### config.mk
export PLATFORM = sky130hd
export DESIGN_NAME = perf_clk_sel
export DESIGN_NICKNAME = d
export VERILOG_FILES = /design/src/rtl/pclk_pkg.sv /design/src/rtl/pclk_ctl_reg.sv /design/src/rtl/pclk_lock_track.sv /design/src/rtl/pclk_dom_decode.sv /design/src/rtl/perf_clk_sel.sv
export SDC_FILE = /design/constraint.sdc
export NUM_CORES = 1
export LEC_CHECK = 0
export BUFFER_PORTS_ARGS = -buffer_cell sky130_fd_sc_hd__buf_2
export CORE_UTILIZATION = 35
export DETAILED_ROUTE_END_ITERATION = 6
export GPL_TIMING_DRIVEN = 0
export PLACE_DENSITY = 0.71
export SETUP_SLACK_MARGIN = 0.05
export SYNTH_ARGS = -nofsm -noshare
export SYNTH_HDL_FRONTEND = slang
export SYNTH_HIERARCHICAL = 1
export SYNTH_SLANG_ARGS = --single-unit
### constraint.sdc
create_clock -name clk -period 3.1 [get_ports clk]
set_clock_uncertainty 0.05 [all_clocks]
set_input_delay 0.31 -clock clk [delete_from_list [all_inputs] [get_ports clk]]
set_output_delay 0.31 -clock clk [all_outputs]
set_load 0.05 [all_outputs]
### src/rtl/pclk_pkg.sv
package pclk_pkg;

    localparam int MODE_W  = 3;
    localparam int DIV_W   = 3;
    localparam int NDOM    = 4;
    localparam int DOM_CPU = 0;
    localparam int DOM_ICN = 1;
    localparam int DOM_FST = 2;
    localparam int DOM_SLW = 3;

    typedef enum logic [MODE_W-1:0] {
        PM_BEST = 3'd0,
        PM_HIGH = 3'd1,
        PM_MID  = 3'd2,
        PM_LOW  = 3'd3,
        PM_LP   = 3'd4
    } pmode_e;

    typedef struct packed {
        logic             from_slow;
        logic [DIV_W-1:0] div_log2;
    } dom_sel_t;

    function automatic logic mode_legal(input logic [MODE_W-1:0] m);
        return m <= MODE_W'(PM_LP);
    endfunction

    function automatic pmode_e rate_to_mode(input int unsigned mhz);
        if (mhz <= 13)       return PM_LP;
        else if (mhz <= 52)  return PM_MID;
        else if (mhz <= 104) return PM_HIGH;
        else                 return PM_BEST;
    endfunction

    function automatic dom_sel_t dom_decode(input int dom, input pmode_e m);
        dom_sel_t s;
        s.from_slow = 1'b0;
        s.div_log2  = '0;
        if (m == PM_LP || dom == DOM_SLW) begin
            s.from_slow = 1'b1;
        end else begin
            case (dom)
                DOM_CPU: case (m)
                    PM_HIGH: s.div_log2 = 3'd1;
                    PM_MID:  s.div_log2 = 3'd2;
                    PM_LOW:  s.div_log2 = 3'd4;
                    default: s.div_log2 = 3'd0;
                endcase
                DOM_ICN: case (m)
                    PM_MID:  s.div_log2 = 3'd3;
                    PM_LOW:  s.div_log2 = 3'd4;
                    default: s.div_log2 = 3'd2;
                endcase
                default: s.div_log2 = (m == PM_LOW) ? 3'd4 : 3'd3;
            endcase
        end
        return s;
    endfunction

endpackage

### src/rtl/pclk_ctl_reg.sv
module pclk_ctl_reg
    import pclk_pkg::*;
#(
    parameter int CTL_W  = 16,
    parameter int RATE_W = 8
) (
    input  logic              clk,
    input  logic              rst,
    input  logic              ctl_we,
    input  logic [CTL_W-1:0]  ctl_wdata,
    input  logic              mode_we,
    input  logic [MODE_W-1:0] mode_wdata,
    input  logic              rate_we,
    input  logic [RATE_W-1:0] rate_mhz,
    output logic [CTL_W-1:0]  ctl_q
);

    logic [CTL_W-1:0] ctl_nxt;

    always_comb begin
        ctl_nxt = ctl_q;
        if (rate_we) begin
            ctl_nxt[MODE_W-1:0] = rate_to_mode(int'(rate_mhz));
        end else if (mode_we) begin
            if (mode_legal(mode_wdata))
                ctl_nxt[MODE_W-1:0] = mode_wdata;
        end else if (ctl_we) begin
            ctl_nxt[CTL_W-1:MODE_W] = ctl_wdata[CTL_W-1:MODE_W];
            if (mode_legal(ctl_wdata[MODE_W-1:0]))
                ctl_nxt[MODE_W-1:0] = ctl_wdata[MODE_W-1:0];
        end
    end

    always_ff @(posedge clk) begin
        if (rst) ctl_q <= '0;
        else     ctl_q <= ctl_nxt;
    end

endmodule

### src/rtl/pclk_lock_track.sv
module pclk_lock_track #(
    parameter int LOCK_DLY = 8
) (
    input  logic clk,
    input  logic rst,
    input  logic in_lp,
    input  logic pll_lock_in,
    output logic lock_ind
);

    localparam int CNT_W = $clog2(LOCK_DLY + 1);
    localparam logic [CNT_W-1:0] CNT_LOAD = CNT_W'(LOCK_DLY);

    logic [CNT_W-1:0] settle_cnt;

    always_ff @(posedge clk) begin
        if (rst)                  settle_cnt <= '0;
        else if (in_lp)           settle_cnt <= CNT_LOAD;
        else if (settle_cnt != 0) settle_cnt <= settle_cnt - 1'b1;
    end

    assign lock_ind = pll_lock_in && !in_lp && (settle_cnt == '0);

endmodule

### src/rtl/pclk_dom_decode.sv
module pclk_dom_decode
    import pclk_pkg::*;
(
    input  pmode_e                  mode,
    output logic [NDOM-1:0]         from_slow,
    output logic [NDOM*DIV_W-1:0]   div_log2
);

    for (genvar d = 0; d < NDOM; d++) begin : g_dom
        dom_sel_t sel;
        always_comb sel = dom_decode(d, mode);
        assign from_slow[d]                  = sel.from_slow;
        assign div_log2[d*DIV_W +: DIV_W]    = sel.div_log2;
    end

endmodule

### src/rtl/perf_clk_sel.sv
module perf_clk_sel
    import pclk_pkg::*;
#(
    parameter int CTL_W    = 16,
    parameter int RATE_W   = 8,
    parameter int LOCK_DLY = 8
) (
    input  logic                    clk,
    input  logic                    rst,
    input  logic                    ctl_we,
    input  logic [CTL_W-1:0]        ctl_wdata,
    input  logic                    mode_we,
    input  logic [2:0]              mode_wdata,
    input  logic                    rate_we,
    input  logic [RATE_W-1:0]       rate_mhz,
    input  logic                    pll_lock_in,
    output logic [CTL_W-1:0]        ctl_q,
    output logic [CTL_W-1:0]        status_q,
    output logic [3:0]              dom_from_slow,
    output logic [11:0]             dom_div_log2
);

    pmode_e cur_mode;
    logic   in_lp;
    logic   lock_ind;

    pclk_ctl_reg #(.CTL_W(CTL_W), .RATE_W(RATE_W)) u_reg (
        .clk        (clk),
        .rst        (rst),
        .ctl_we     (ctl_we),
        .ctl_wdata  (ctl_wdata),
        .mode_we    (mode_we),
        .mode_wdata (mode_wdata),
        .rate_we    (rate_we),
        .rate_mhz   (rate_mhz),
        .ctl_q      (ctl_q)
    );

    assign cur_mode = pmode_e'(ctl_q[MODE_W-1:0]);
    assign in_lp    = (cur_mode == PM_LP);

    pclk_lock_track #(.LOCK_DLY(LOCK_DLY)) u_lock (
        .clk         (clk),
        .rst         (rst),
        .in_lp       (in_lp),
        .pll_lock_in (pll_lock_in),
        .lock_ind    (lock_ind)
    );

    pclk_dom_decode u_dec (
        .mode      (cur_mode),
        .from_slow (dom_from_slow),
        .div_log2  (dom_div_log2)
    );

    always_comb begin
        status_q    = '0;
        status_q[0] = lock_ind;
        status_q[1] = in_lp;
    end

endmodule

Yosys cells after proc, flatten, opt, wreduce, memory -nomap -nowiden
Cells that the tools add are included.

Output and inout port bits: 48. Flip-flop bits (word level): 20. Input port bits: 33. Logic and storage cells: 45.

Reduce and logical (&&, ||, !) cells: 11. Multiplexer cells: 17. Bitwise logic cells: 2. Magnitude comparators: 5. $add $sub $neg: 1. Eq/ne operators: 5.

Operator list (number): 2-to-1 mux 3 bit (11); one-hot mux 3 bit (3 select lines) (1); <= comparator 8 x 4 -> 1 bit, second input constant (1); <= comparator 8 x 6 -> 1 bit, second input constant (1); <= comparator 8 x 7 -> 1 bit, second input constant (1); 2-to-1 mux 4 bit (2); equality test 3 x 2 -> 1 bit, second input constant (2); <= comparator 3 bit, second input constant (2); one-hot mux 3 bit (2 select lines) (1); AND reduction 3 bit (2); nonzero test 3 bit (2); zero test 4 bit (1); nonzero test 4 bit (1); subtractor 4 x 1 -> 4 bit, second input constant (1); equality test 3 x 1 -> 1 bit, second input constant (1); equality test 3 bit, second input constant (1); inequality test 3 x 1 -> 1 bit, second input constant (1); logical AND 1 bit (2); 2-to-1 mux 1 bit (2); inverter 1 bit (2); nonzero test 2 bit (1); OR reduction 2 bit (1); zero test 1 bit (1).

Longest topological paths before layout
Depth after elaboration: 5. Mapped depth: 6. Gate-level depth less buffers: 5.

Hierarchy
The synthesis kept the hierarchy.

Modules (own cells, without submodules): pclk_ctl_reg (times used 1, cells each 94, sequential area each 320.3 um2, area an instance 740.7 um2); pclk_lock_track (times used 1, cells each 23, sequential area each 80.1 um2, area an instance 205.2 um2); perf_clk_sel (times used 1, cells each 18, sequential area each 0.0 um2, area an instance 136.4 um2); pclk_dom_decode (times used 1, cells each 18, sequential area each 0.0 um2, area an instance 130.1 um2).

Worst setup path after synthesis
OpenSTA, ideal clock, no wires.

Kind: flip-flop to output port. From: reg u_reg.ctl_q[1]. To: out dom_div_log2[3]. Buffers on the path: 1. Slack: 0.330 ns. Data arrival time: 2.410 ns. Stages on the path, launching flop included: 3. Path through: dfxtp_1 > nor3b_1 > buf_4.

Longest elaborated chain between the ends: 3. Elaborated cells between the ends (all ways): 5. Classes of those cells: 3 x eq/ne; 2 x mux.

Ends and longest elaborated chain: from (decl) (RTL line pclk_ctl_reg.sv:15) `output logic [CTL_W-1:0] ctl_q`; from (signal assigned) (RTL line pclk_ctl_reg.sv:36) `else ctl_q <= ctl_nxt;`; equality test 3 x 2 -> 1 bit (on tied branches); one-hot mux 3 bit (2 select lines) (RTL line pclk_pkg.sv:49) `DOM_ICN: case (m)`; 2-to-1 mux 3 bit * (RTL line pclk_pkg.sv:39) `if (m == PM_LP || dom == DOM_SLW) begin`; to (decl) (RTL line perf_clk_sel.sv:20) `output logic [11:0] dom_div_log2`.

Mark *: on every way between the ends. The rest lies on a longest branch, timed or not.

Final worst setup path
From: reg u_lock.settle_cnt[0]. To: out status_q[0].

Longest elaborated chain between the ends: 2.

Ends and longest elaborated chain: from (decl) (RTL line pclk_lock_track.sv:14) `logic [CNT_W-1:0] settle_cnt;`; from (signal assigned) (RTL line pclk_lock_track.sv:19) `else if (settle_cnt != 0) settle_cnt <= settle_cnt - 1'b1;`; zero test 4 bit (RTL line pclk_lock_track.sv:22) `assign lock_ind = pll_lock_in && !in_lp && (settle_cnt == '0);`; logical AND 1 bit (RTL line pclk_lock_track.sv:22); to (decl) (RTL line perf_clk_sel.sv:18) `output logic [CTL_W-1:0] status_q,`.

No other way between the ends.

==> metrics.yaml <==
ys_seq_area_frac: 0.3302
synthCells: 153
drt_wl_total_um: 2464
ctsHoldBuffers: 0
ctsResizeCount: 0
clock_latency_ns: 0.29
std_cell_rows: 21
synth.largest_area_cell: "dfxtp_1"
setup_viol: 0
antenna_left: 0
synth_top_family_by_area: "simple AND/OR/NAND/NOR gates"
finalNetCount: 270
status: "finished, final reports clean"
synth_commonest_cells: "nand2_1, buf_4, dfxtp_1"
worstPathRequired_ns: 2.74
cts_tree: "done"
synth.distinct_cells: 34
ys.flop_type: "dfxtp_1"
h-tree-depth: 1
drtIter0Drc: 24
synth_compound_area_frac: 0.1651
synth_simple_gate_area_share: 0.2570
startpoint_type: "flop"
dpl.hpwl_um: 2016
finalPower_uw: 897.5
io_buffers: 62
path_clk_slew_ns: 0.11
antenna_found_initial: 0
path_class: "flop to output pin"
numCtsBuffers: 3
grt.total_usage: 0.1385
yosysWarnings: 6
start_util: 0.3633
yosys-top-cells-area: "dfxtp_1, buf_4, nand2_1, a21oi_1, nor3_1"
synth_edf_count: 0
p_per_area_nw_per_um2: 531.4
worstPathMaxFanout: 5
syn_area_sq_um: 1212
synthMuxAreaShare: 0.01651
ir_drop_mv: 0.2873
cts_setup_buffers: 0
endpoint_kind: "output pin"
cp.arrival_ns: 1.97
drive_gt1_frac: 0.4145
chipHeight_um: 60.86
timing.fmax_mhz: 428.4
viasPerCell: 4.250
ys_seq_elements: 20
synth_top_area_frac: 0.3302
grt_pass1_wl_um: 3884
hold_violations: 0
drc_errors: 0
wl_per_cell_um: 8.800
cts.sinks: 20
ys_async_sr_fraction: 0
num_vias: 1190
synthAdderAreaFrac: 0.02064
grt_max_degree: 13
coreArea_sq_um: 3337
hold_class: "input port to flop"
cts-root-buf: "clkbuf_4"
synth.most_common_cell: "nand2_1"
overflow: 0
rsz0062_at_grt: "false"
synthXorXnorAreaFrac: 0.02167
dieArea_sq_um: 3703
cap_violations: 0
cts.path.max_buffers: 2
area_delta_synth_final_pct: 39.32
num_antenna_cells: 0
p_leak_nw: 0.8597
gp_congestion: 0.7625
die_x_um: 60.86
synth_area_per_cell_sq_um: 7.924
timing.final.crit_share: 0.7529
drt_pass1_iterations: 4
grt_pass1_vias: 932
io_pins: 81
timing.setup.tns_ns: 0
slew_viol_final: 0
fillers: 360
period_needed_ns: 2.334
==> cell type report <==
class,count,area (sq um),share of cell area
Multi-Input combinational cell,114,650.6,0.3852
Sequential cell,20,400.4,0.2370
Timing Repair Buffer,62,310.3,0.1837
Buffer,29,198.9,0.1178
Tap cell,46,57.56,0.03407
Clock inverter,1,30.03,0.01778
Clock buffer,3,22.52,0.01333
Inverter,5,18.77,0.01111
==> cells by family (layout without fill, tap and decap cells) <==
kind of cell,after synthesis,count (layout)
AOI/OAI and AO/OA,30,30
xor gates and xnor gates,3,3
adders and majority gates,2,2
buffers and inverters,34,100
DFF,20,20
muxes,2,2
other,3,18
and+or+nand+nor,59,59
==> cells in the final DEF, fill, tap and decap left out, drive strengths merged <==
master   count
a2111oi      1
nor2         8
ha           2
a31oi        1
nor3         6
a311oi       1
and3b        3
o21a         1
a211oi       3
nor2b        1
xnor2        1
nor4bb       2
dfxtp       20
or4          1
mux2i        2
buf         87
nor3b        5
clkbuf       7
inv          5
xor2         2
o21ai        2
nand2b       3
or3b         1
conb        18
a2bb2oi      1
a21oi       16
o21bai       1
nand2       29
a211o        1
bufinv       1
a221oi       2
==> power by group <==
part / switching [mW] / internal [mW]
logic: 0.238 / 0.139
registers: 0.0256 / 0.289
clock network: 0.0759 / 0.131
==> layer usage <==
metal	up-vias	wire [um]	track usage
met3	2	156	0.03198
li1	641	-	-
met2	38	1214	0.2418
met1	509	1083	0.1704
met5	-	0	0
met4	0	10	0.03896
==> registers in the layout, summed over array words and instances (netlist names) <==
name	flops
u_lock/settle_cnt	4
u_reg/ctl_q	16
==> through the flow <==
| step | hold WS, ns | cell area [sq um] | utilization | worst slack (ns) | cells |
|---|---|---|---|---|---|
| 2_1_floorplan | 0.3291 | 1269 | - | 0.3303 | 168 |
| 3_3_place_gp | 0.3905 | 1637 | 0.4904 | 1.117 | 276 |
| 3_5_place_dp | 0.3985 | 1637 | 0.4904 | 1.099 | 276 |
| 4_1_cts | 0.1624 | 1689 | 0.5062 | 0.7569 | 280 |
| 5_1_grt | 0.1493 | 1689 | 0.5062 | 0.5997 | 280 |
| 6_report | 0.1653 | 1689 | 0.5062 | 0.7659 | 280 |
==> path summary, 6_finish.rpt <==
path,start,endpoint,slack [ns],cells after the start
hold / removal,rst,u_lock/settle_cnt[3],0.17,2
setup / recovery,u_lock/settle_cnt[0],status_q[0],0.77,7
setup reg to reg,u_lock/settle_cnt[0],u_lock/settle_cnt[1],1.47,5
hold reg to reg,u_reg/ctl_q[12],u_reg/ctl_q[12],0.41,2
==> worst max-delay path, cell delays in order, from the launching register on <==
cell and delay (ns):
dfxtp_1 0.35, inv_1 0.09, ha_1 0.16, or3b_1 0.34
clkbuf_1 0.16, nor3b_1 0.21, buf_4 0.13, buf_2 0.25
No activity file was read; power rests on OpenSTA's default activity.
